===== src/rtl/predmask_pkg.sv =====
package predmask_pkg;
   localparam int unsigned PM_KEY_W  = 5;
   localparam int unsigned PM_REG_W  = 7;
   localparam int unsigned PM_SLOT_W = 4;
   localparam int unsigned PM_CMP_BASE = 9;

   typedef struct packed {
      logic                 valid;
      logic [PM_KEY_W-1:0]  key;
      logic                 zero;
      logic                 inv;
      logic                 fp;
      logic [PM_REG_W-1:0]  tgt;
      logic                 packed_f;
   } pm_entry_t;

   typedef struct packed {
      logic                 valid;
      logic [PM_SLOT_W-1:0] slot;
   } pm_rmap_t;
endpackage


===== src/rtl/predmask_decode.sv =====
module predmask_decode
   import predmask_pkg::*;
#(
   parameter int unsigned SLOT_W = 4
) (
   input  logic              full,
   input  logic [SLOT_W-1:0] slot,
   input  logic [15:0]       word,
   output pm_entry_t         ent
);
   always_comb begin
      ent = '0;
      if (full) begin
         ent.valid    = 1'b1;
         ent.key      = word[15:11];
         ent.zero     = word[10];
         ent.inv      = word[9];
         ent.fp       = word[8];
         ent.tgt      = word[7:1];
         ent.packed_f = (slot != '0) && word[0];
      end else begin
         ent.valid    = (word[7:0] != 8'h00);
         ent.key      = PM_KEY_W'(PM_CMP_BASE) + PM_KEY_W'(slot);
         ent.zero     = word[7];
         ent.inv      = word[6];
         ent.fp       = word[5];
         ent.tgt      = PM_REG_W'(word[4:0]);
         ent.packed_f = 1'b0;
      end
   end
endmodule


===== src/rtl/predmask_store.sv =====
module predmask_store
   import predmask_pkg::*;
#(
   parameter int unsigned NUM_ENTRY = 16,
   parameter int unsigned SLOT_W    = 4
) (
   input  logic              clk,
   input  logic              rst_n,
   input  logic              wr_en,
   input  logic [SLOT_W-1:0] wr_slot,
   input  pm_entry_t         wr_ent,
   input  logic [PM_REG_W-1:0] rd_reg,
   input  logic              rd_fp,
   output logic              rd_hit,
   output pm_entry_t         rd_ent
);
   localparam int unsigned MAP_N = 2 ** (PM_REG_W + 1);

   pm_entry_t ent_q  [NUM_ENTRY];
   pm_rmap_t  rmap_q [MAP_N];

   pm_entry_t                old_ent;
   logic [PM_REG_W:0]        old_idx;
   logic [PM_REG_W:0]        new_idx;
   logic [PM_REG_W:0]        rd_idx;
   pm_rmap_t                 rd_map;

   assign old_ent = ent_q[wr_slot];
   assign old_idx = {old_ent.fp, old_ent.tgt};
   assign new_idx = {wr_ent.fp, wr_ent.tgt};
   assign rd_idx  = {rd_fp, rd_reg};
   assign rd_map  = rmap_q[rd_idx];

   always_ff @(posedge clk or negedge rst_n) begin
      if (!rst_n) begin
         for (int i = 0; i < int'(NUM_ENTRY); i++) ent_q[i] <= '0;
         for (int j = 0; j < int'(MAP_N); j++) rmap_q[j] <= '0;
      end else if (wr_en) begin
         if (old_ent.valid && rmap_q[old_idx].valid &&
             rmap_q[old_idx].slot == PM_SLOT_W'(wr_slot))
            rmap_q[old_idx].valid <= 1'b0;
         if (wr_ent.valid) begin
            rmap_q[new_idx].valid <= 1'b1;
            rmap_q[new_idx].slot  <= PM_SLOT_W'(wr_slot);
         end
         ent_q[wr_slot] <= wr_ent;
      end
   end

   assign rd_hit = rd_map.valid;
   assign rd_ent = ent_q[SLOT_W'(rd_map.slot)];
endmodule


===== src/rtl/predmask_shape.sv =====
module predmask_shape #(
   parameter int unsigned XLEN = 64,
   parameter int unsigned VL_W = 7
) (
   input  logic            hit,
   input  logic            inv,
   input  logic            key_is_x0,
   input  logic [XLEN-1:0] rdata,
   input  logic [VL_W-1:0] vl,
   output logic [XLEN-1:0] mask
);
   logic [XLEN-1:0] src;
   logic [XLEN-1:0] pol;

   assign src = key_is_x0 ? '0 : rdata;
   assign pol = !hit ? '1 : (inv ? ~src : src);

   for (genvar i = 0; i < XLEN; i++) begin : g_elem
      assign mask[i] = pol[i] & (VL_W'(i) < vl);
   end
endmodule


===== src/rtl/predmask_table.sv =====
module predmask_table
   import predmask_pkg::*;
#(
   parameter int unsigned NUM_ENTRY = 16,
   parameter int unsigned XLEN      = 64,
   parameter int unsigned REG_W     = PM_REG_W,
   parameter int unsigned KEY_W     = PM_KEY_W,
   localparam int unsigned SLOT_W   = $clog2(NUM_ENTRY),
   localparam int unsigned VL_W     = $clog2(XLEN + 1)
) (
   input  logic              clk,
   input  logic              rst_n,
   input  logic              cfg_we,
   input  logic              cfg_full,
   input  logic [SLOT_W-1:0] cfg_slot,
   input  logic [15:0]       cfg_word,
   input  logic              lk_valid,
   input  logic [REG_W-1:0]  lk_reg,
   input  logic              lk_fp,
   input  logic [VL_W-1:0]   lk_vl,
   output logic [KEY_W-1:0]  rf_raddr,
   input  logic [XLEN-1:0]   rf_rdata,
   output logic              out_valid,
   output logic              out_active,
   output logic [XLEN-1:0]   out_mask,
   output logic              out_zero,
   output logic              out_packed
);
   if (REG_W != PM_REG_W) begin : g_chk_reg
      $error("REG_W must match the package register width");
   end
   if (KEY_W != PM_KEY_W) begin : g_chk_key
      $error("KEY_W must match the package key width");
   end
   if (SLOT_W > PM_SLOT_W || NUM_ENTRY < 2) begin : g_chk_slot
      $error("NUM_ENTRY out of range for the slot field");
   end
   if (PM_CMP_BASE + NUM_ENTRY > 2 ** KEY_W) begin : g_chk_cmp
      $error("narrow entries would name a register beyond the file");
   end

   pm_entry_t       dec_ent;
   pm_entry_t       sel_ent;
   logic            lk_hit;
   logic            sel_inv;
   logic [XLEN-1:0] mask_d;

   predmask_decode #(.SLOT_W(SLOT_W)) u_dec (
      .full (cfg_full),
      .slot (cfg_slot),
      .word (cfg_word),
      .ent  (dec_ent)
   );

   predmask_store #(.NUM_ENTRY(NUM_ENTRY), .SLOT_W(SLOT_W)) u_store (
      .clk     (clk),
      .rst_n   (rst_n),
      .wr_en   (cfg_we),
      .wr_slot (cfg_slot),
      .wr_ent  (dec_ent),
      .rd_reg  (lk_reg),
      .rd_fp   (lk_fp),
      .rd_hit  (lk_hit),
      .rd_ent  (sel_ent)
   );

   assign sel_inv  = sel_ent.inv;
   assign rf_raddr = lk_hit ? sel_ent.key : '0;

   predmask_shape #(.XLEN(XLEN), .VL_W(VL_W)) u_shape (
      .hit       (lk_hit),
      .inv       (sel_inv),
      .key_is_x0 (rf_raddr == '0),
      .rdata     (rf_rdata),
      .vl        (lk_vl),
      .mask      (mask_d)
   );

   always_ff @(posedge clk or negedge rst_n) begin
      if (!rst_n) begin
         out_valid  <= 1'b0;
         out_active <= 1'b0;
         out_mask   <= '0;
         out_zero   <= 1'b0;
         out_packed <= 1'b0;
      end else begin
         out_valid <= lk_valid;
         if (lk_valid) begin
            out_active <= lk_hit;
            out_mask   <= mask_d;
            out_zero   <= lk_hit && sel_ent.zero;
            out_packed <= lk_hit && sel_ent.packed_f;
         end
      end
   end
endmodule


===== config.mk =====
export PLATFORM = sky130hd
export DESIGN_NAME = predmask_table
export DESIGN_NICKNAME = d
export VERILOG_FILES = /design/src/rtl/predmask_pkg.sv /design/src/rtl/predmask_decode.sv /design/src/rtl/predmask_store.sv /design/src/rtl/predmask_shape.sv /design/src/rtl/predmask_table.sv
export SDC_FILE = /design/constraint.sdc
export NUM_CORES = 2
export LEC_CHECK = 0
export BUFFER_PORTS_ARGS = -buffer_cell sky130_fd_sc_hd__clkbuf_2
export CAP_MARGIN = 30
export CORE_ASPECT_RATIO = 1.5
export CORE_MARGIN = 10
export CORE_UTILIZATION = 29
export DETAILED_ROUTE_END_ITERATION = 10
export PLACE_DENSITY = 0.52
export SYNTH_ARGS = -nofsm -noshare
export SYNTH_HDL_FRONTEND = slang
export SYNTH_SLANG_ARGS = --single-unit

===== constraint.sdc =====
create_clock -name clk -period 4.8 [get_ports clk]
set_input_delay 0.24 -clock clk [delete_from_list [all_inputs] [get_ports clk]]
set_output_delay 0.24 -clock clk [all_outputs]
set_load 0.05 [all_outputs]

# Word level (Yosys, flattened, before mapping)
# Index checks and enable logic that the tools add are counted.
# word_totals
output_inout_bits	73
register_bits	1620
input_bits	104
wordCells	816
# classes
bitwise	70
eq_ne	1
order_cmp	72
reduce_logical	11
n_addsub	1
muxes	32
# ops
cell	n
$bwmux W1280	3
$mux W1280	3
$bwmux W272	1
$lt A6 B7 Y1 const A	32
$mux W64	3
$bmux W17 S4	2
$demux W5 S8	3
$lt A5 B7 Y1 const A	16
$bmux W5 S8	2
$demux W17 S4	1
$mux W17	4
$and A1 B1 Y1	64
$not A64 Y64	1
$lt A4 B7 Y1 const A	8
$mux W5	7
$mux W16	2
$lt A3 B7 Y1 const A	4
$ge A9 B9 Y1 const B	3
$not A8 Y9	3
$lt A9 B1 Y1 const B	2
$lt A1 B7 Y1 const A	2
$lt A2 B7 Y1 const A	2
$ge A5 B5 Y1 const B	2
$not A4 Y5	2
other kinds (8)	15

# Depth between registers and ports, before layout
# depth
ltp_word	15
mapped_depth	24

# Modules after synthesis
# A second synthesis with hierarchy kept.
# unflattened
hier_cells	9711
area_unflattened_um2	101447.3
# modules_own_cells
mod	cells_each	n_inst	area_each_um2
predmask_store	9214	1	96598.9
predmask_table	154	1	2586.2
predmask_shape	307	1	1971.9
predmask_decode	36	1	290.3

# Worst setup path before layout
# OpenSTA, ideal clock, no wires.
# synth_path
path_type	input-to-reg
startpoint	in cfg_slot[0]
endpoint	reg u_store.rmap_q[329] (netlist name)
setup_time_ps	125
stages	19
arrival_ps	4988
setup_slack_ps	-314
n_path_buf	6
cell_sequence	buf_4 > buf_2 > mux4_2 > mux4_2 > clkbuf_1 > nor2b_1 > clkbuf_1 > nand2_1 > a2111oi_0 > or4_1 > or4_1 > nor3_1 > xnor2_1 > nand2_1 > or4_1 > buf_4 > buf_6 > o41ai_2 > nand2_1
# synth_via
elab_chain_cells	15
word_cells_on_any_way	22
classes_between	order compare: 2; eq/ne: 1; mux: 14; bitwise: 2; reduce/logical: 3
# synth_lines
element	line	rtl
start, declared	predmask_table.sv:15	input logic [SLOT_W-1:0] cfg_slot,
$not A4 Y5 (implied by the code)	predmask_store.sv:28	assign old_ent = ent_q[wr_slot];
$bmux W17 S4	predmask_store.sv:28	
$mux W17 (implied by the code) (2 in series)	predmask_store.sv:28	
$not A8 Y9 (implied by the code)	predmask_store.sv:39, predmask_store.sv:40, predmask_store.sv:41	
$bmux W5 S8 (tied with other cells)	predmask_store.sv:39, predmask_store.sv:40	
$mux W5 (implied by the code) / $logic_and A1 B1 Y1 (equally long branches)	predmask_store.sv:39, predmask_store.sv:41	
$mux W5 (on tied branches)	predmask_store.sv:39, predmask_store.sv:41	
$eq A4 B4 Y1 (tied with other cells)	predmask_store.sv:40	rmap_q[old_idx].slot == PM_SLOT_W'(wr_slot))
$logic_and A1 B1 Y1 / $bwmux W1280 (equally long branches)	predmask_store.sv:39, predmask_store.sv:41	
$mux W1280 (*)	predmask_store.sv:39	if (old_ent.valid && rmap_q[old_idx].valid &&
$mux W1280 (*)	predmask_store.sv:38	end else if (wr_en) begin
$bwmux W1280	predmask_store.sv:43	rmap_q[new_idx].valid <= 1'b1;
$bwmux W1280	predmask_store.sv:44	rmap_q[new_idx].slot <= PM_SLOT_W'(wr_slot);
$mux W1280 (*)	predmask_store.sv:42	if (wr_ent.valid) begin
end, declared	predmask_store.sv:20	pm_rmap_t rmap_q [MAP_N];
# Mark *: on every way between the ends. The rest lies on a longest branch, timed or not. The select of a mux whose other input is x is not followed.
# A chain may end at the register's enable or synchronous reset.

# Final worst setup path
# layout_path
startpoint	reg u_store.ent_q[69] (netlist name)
endpoint	reg u_store.rmap_q[909] (netlist name)
# layout_via
elab_chain_cells	14
word_cells_on_any_way	21
classes_between	order compare: 2; eq/ne: 1; mux: 14; bitwise: 1; reduce/logical: 3
# layout_lines
element	line	rtl
start, declared	predmask_store.sv:19	pm_entry_t ent_q [NUM_ENTRY];
start signal, assigned by index	predmask_store.sv:46	ent_q[wr_slot] <= wr_ent;
$bmux W17 S4 (*)	predmask_store.sv:28	
$mux W17 (implied by the code) (*) (2 in series)	predmask_store.sv:28	
$not A8 Y9 (implied by the code) (*)	predmask_store.sv:39, predmask_store.sv:40, predmask_store.sv:41	
$bmux W5 S8 (tied with other cells)	predmask_store.sv:39, predmask_store.sv:40	
$mux W5 (implied by the code) / $logic_and A1 B1 Y1 (equally long branches)	predmask_store.sv:39, predmask_store.sv:41	
$mux W5 (on tied branches)	predmask_store.sv:39, predmask_store.sv:41	
$eq A4 B4 Y1 (tied with other cells)	predmask_store.sv:40	
$logic_and A1 B1 Y1 / $bwmux W1280 (equally long branches)	predmask_store.sv:39, predmask_store.sv:41	
$mux W1280 (*)	predmask_store.sv:39	
$mux W1280 (*)	predmask_store.sv:38	
$bwmux W1280	predmask_store.sv:43	
$bwmux W1280	predmask_store.sv:44	
$mux W1280 (*)	predmask_store.sv:42	
# Marked as above.

==> summary.txt <==
Setup path
  – Startpoint Class: flop
  – CP arrival: approximately 6500 ps
  – Worst Path Class, Setup: flop to flop
  – Crit path max fanout: 18
  – Critical Path RT: 5560 ps
  – R2r setup slk: -890 ps
  – CP Capture Type: flop

Clock tree
  – H-tree Lvls: 4
  – CTS sink count: around 1,600
  – Clock tree buffer depth: 4
  – TritonCTS Buffers: 170
  – Clk slew on worst S/H paths: approximately 70 ps
  – Worst-Skew Late Latency: about 960 ps
  – CTS root buffer: clkbuf_16
  – CTS tree: done

Logic synthesis
  – Cell Area, Synth: about 86,000 um2
  – Syn avg cell area: 11.7 um2
  – Mapped Nets: between 7,000 and 8,000
  – Synth Instances: 7,400
  – Synth cell types: just under 90
  – Number of enable flip-flop cells after synthesis: 0
  – Post-synthesis sequential area ratio: 47.0%
  – YS warnings: 0
  – Ys flop type: dfrtp_1
  – Async set-or-reset flop fraction in the synthesized netlist: between 90% and 100%
  – Seq cells post-synth: 1,620

Power
  – P_int: ~28,000 uW
  – P_sw: ~14,000 uW
  – Net Sw Frac: between 30% and 40%
  – Seq pwr share: ~38%
  – Total power: between 40,000 and 50,000 uW
  – Gate power share: 30.3%
  – Clock power frac: around 32%
  – Worst-case vdd ir drop: approximately 0.00033 V
  – Power Density: slightly below 400 nW/um2
  – Static Leak: about 0.047 uW

Outcome
  – Failing checks: hold timing, setup timing
  – Status: finished with violations

Finish
  – Post-layout util: about 37%
  – Fill cells: 28,900
  – Syn-to-layout area delta: 27.8%
  – # nets final: roughly 8,400
  – Finished Cell Area: 110,000 um2
  – Share of post-route cells with drive strength above 1: 38.3%

Route
  – Vias: ~70,000
  – Initial DRC Count: between 7,000 and 8,000
  – Routed WL per cell: about 33 um
  – Routed WL: about 410 mm
  – # DRC: 0
  – First-pass detailed-route iteration total: 8
  – Via/cell ratio: between 5 and 6
  – Remaining antenna violation count: 0

Floorplanning
  – Initial Utilization: between 20% and 30%
  – Die Wd: 465 um
  – Rows: 245
  – CORE AREA: 296,000 um2
  – Die H: 688 um
  – # IOs: 177
  – Die ar.: between 300,000 and 400,000 um2

Global routing
  – Grt ovf: 0
  – Initial antenna violation count: 24
  – GRT Util Overall: around a quarter
  – Vias in the first global route: between 70,000 and 80,000
  – First-pass GRT wire length: between 500 and 600 mm
  – Largest net degree at the start of global routing: 173

Timing
  – Final period utilization: 119%
  – Setup Skew: between 80 and 90 ps
  – Hold Violations, Final: 32
  – Relative slew slack: ~22%
  – Final Max Slew Viols: 0
  – Tmin final: 5690 ps
  – RSZ-0062 raised after global routing: true
  – Measured slew at the worst slew-check pin: around 1200 ps
  – Final setup fails: ~330
  – Min Hold Slack: -32.3 ps
  – Fmax: about 180 MHz
  – Fin worst setup slack: -892 ps

Placement
  – PortBufs: 176
  – Placer Congestion: 1.02
  – Detailed Place HPWL: roughly 290 mm
  – Placed Area: slightly below 100,000 um2

Min path
  – Worst Hold Class: input pin to async pin

Flow run
  – Total of max-cap violations: 0
==> critical path: stages, from the launching register on <==
cell,delay (ps)
dfrtp_1,380
mux4_2,500
mux4_4,760
buf_8,210
buf_4,140
buf_12,160
mux4_2,440
and2_1,180
a2111oi_2,520
buf_4,260
a311oi_2,80
buf_12,170
nand4_1,140
xnor2_2,90
or4_4,510
buf_8,170
nor2_4,130
buf_12,180
buf_12,160
buf_16,190
a31oi_1,100
==> state kept, by name (all words and copies together), names as in the netlist <==
| signal | count |
|---|---|
| out_mask | 64 |
| out_zero | 1 |
| u_store.rmap_q | 1280 |
| u_store.ent_q | 272 |
| out_packed | 1 |
| out_active | 1 |
| out_valid | 1 |
==> synthesized netlist by cell type (8+ instances only) <==
cell       number  area share, %
or2_2          18           0.13
nand3b_1        8          0.070
o41ai_2        10           0.19
o2111ai_1      10           0.10
o22ai_1        79           0.57
nor4_1         15           0.11
a31oi_1       253            1.8
mux4_2        599             16
dfrtp_1      1620             47
and3_1         23           0.17
buf_6          23           0.30
nand2b_1       15           0.11
a22o_1         13           0.13
or3_1          16           0.12
o211ai_1       10          0.087
a32oi_1        10           0.10
a21oi_1       345            2.0
o21ai_0       650            3.8
buf_4          68           0.59
clkbuf_1      393            1.7
buf_1          35           0.15
mux2i_1       306            3.6
and2_1         23           0.17
a2111oi_0      15           0.15
a211oi_1       19           0.17
o32ai_1        33           0.34
a22oi_1       124            1.1
inv_1          62           0.27
a221oi_1       26           0.26
mux2_2        727            9.5
nor3b_1        56           0.49
nor2b_1        26           0.19
a211o_1        12           0.12
nand3_1        75           0.44
nor2_1        242            1.1
nand4_1        28           0.20
nor3_1         59           0.34
o41ai_1         9          0.091
a21boi_0        9          0.078
buf_2         107           0.62
o31ai_1        10          0.087
nand2_1      1112            4.8
==> per-layer routing <==
layer	vias to the layer above	routed length, um	GRT usage [%]
met5	-	104	0
met4	14	43300	20.6
met3	1500	30900	5.53
met2	3847	192000	40.6
met1	37200	142000	27.2
li1	29500	-	-
==> cell usage in the layout, fill, tap and decap left out, types with 17 or more instances in the layout <==
cell type / netlist / layout
nor2b_1: 26 / 23
buf_8: 0 / 21
clkbuf_1: 393 / 35
buf_12: 0 / 171
a21oi_2: 0 / 30
nor3_1: 59 / 53
or2_2: 18 / 17
nand2_2: 0 / 17
buf_16: 0 / 34
a221oi_1: 26 / 22
o21ai_0: 650 / 638
a21oi_1: 345 / 313
inv_1: 62 / 58
clkinv_2: 0 / 25
mux2_2: 727 / 725
mux2i_1: 306 / 295
o22ai_1: 79 / 68
buf_6: 23 / 52
o32ai_2: 0 / 23
nand2_1: 1112 / 1095
a22oi_1: 124 / 121
a31oi_4: 0 / 109
clkbuf_16: 0 / 178
and2_1: 23 / 20
dlygate4sd3_1: 0 / 93
clkbuf_8: 0 / 42
buf_4: 68 / 769
nor3b_1: 56 / 48
clkbuf_2: 1 / 163
mux4_2: 599 / 595
nand4_1: 28 / 28
nor2_1: 242 / 209
and3_1: 23 / 19
nand3_1: 75 / 72
a31oi_1: 253 / 129
dfrtp_1: 1620 / 1620
nor2_4: 3 / 22
==> power by group through the flow <==
stage | combinational, uW | clock, uW | sequential (uW)
after floorplan | 5560 | 0 | 16100
after global routing | 13300 | 14300 | 16100
final | 12900 | 13700 | 16000
after CTS | 12300 | 13900 | 15900
after global placement | 11000 | 0 | 16100
after detailed placement | 11100 | 0 | 16100
==> final cells by class <==
type	count	area (um2)	share of cell area, %
antenna	13	32.5	0.0295
clock buffer	246	4960	4.50
clock inverter	44	531	0.481
inverter	66	260	0.236
multi-input combinational	5087	46000	41.7
sequential	1620	40500	36.8
tap	3952	4940	4.49
timing repair buffer	1313	13000	11.8
==> worst paths after layout <==
kind,endpoint,from,cells past startpoint
min in group clk,u_store.ent_q[145]$_DFFE_PN0P_,cfg_word[6],4
max in group asynchronous,out_mask[21]$_DFFE_PN0P_,rst_n,3
setup reg to reg,u_store.rmap_q[909]$_DFFE_PN0P_,u_store.ent_q[69]$_DFFE_PN0P_,20
setup / recovery,u_store.rmap_q[909]$_DFFE_PN0P_,u_store.ent_q[69]$_DFFE_PN0P_,20
hold / removal,u_store.rmap_q[276]$_DFFE_PN0P_,rst_n,2
hold reg to reg,u_store.ent_q[234]$_DFFE_PN0P_,u_store.ent_q[234]$_DFFE_PN0P_,2
==> cells by family after synthesis <==
family / share of synthesized area (%)
AO/OA/AOI/OAI: 11.8
XOR/XNOR: 0.112
adder cells (fa/ha/maj): 0.0580
buffers and inverters: 3.67
flip-flops: 47.0
multiplexers: 28.7
AND/OR/NAND/NOR: 8.69
==> through the flow <==
stage	std cells	hold slack [ps]	setup WS (ps)	setup TNS, ps
2_1_floorplan	7400	-55.6	0.531	0
3_3_place_gp	11800	263	-1740	-458460
3_5_place_dp	11800	282	-1240	-329850
4_1_cts	12300	5.75	-788	-183390
5_1_grt	12300	-0.108	-933	-238500
6_report	12300	-32.3	-892	-216570
==> what timing repair did <==
action,4_1_cts,5_1_grt
buffers inserted,77,24
gates cloned,33,4
hold buffers,93,0
hold endpoints to repair,476,0
endpoints found under the setup margin,325,325
resized for setup,361,221
pin swaps,163,72
(Power assumes the default switching activity.)
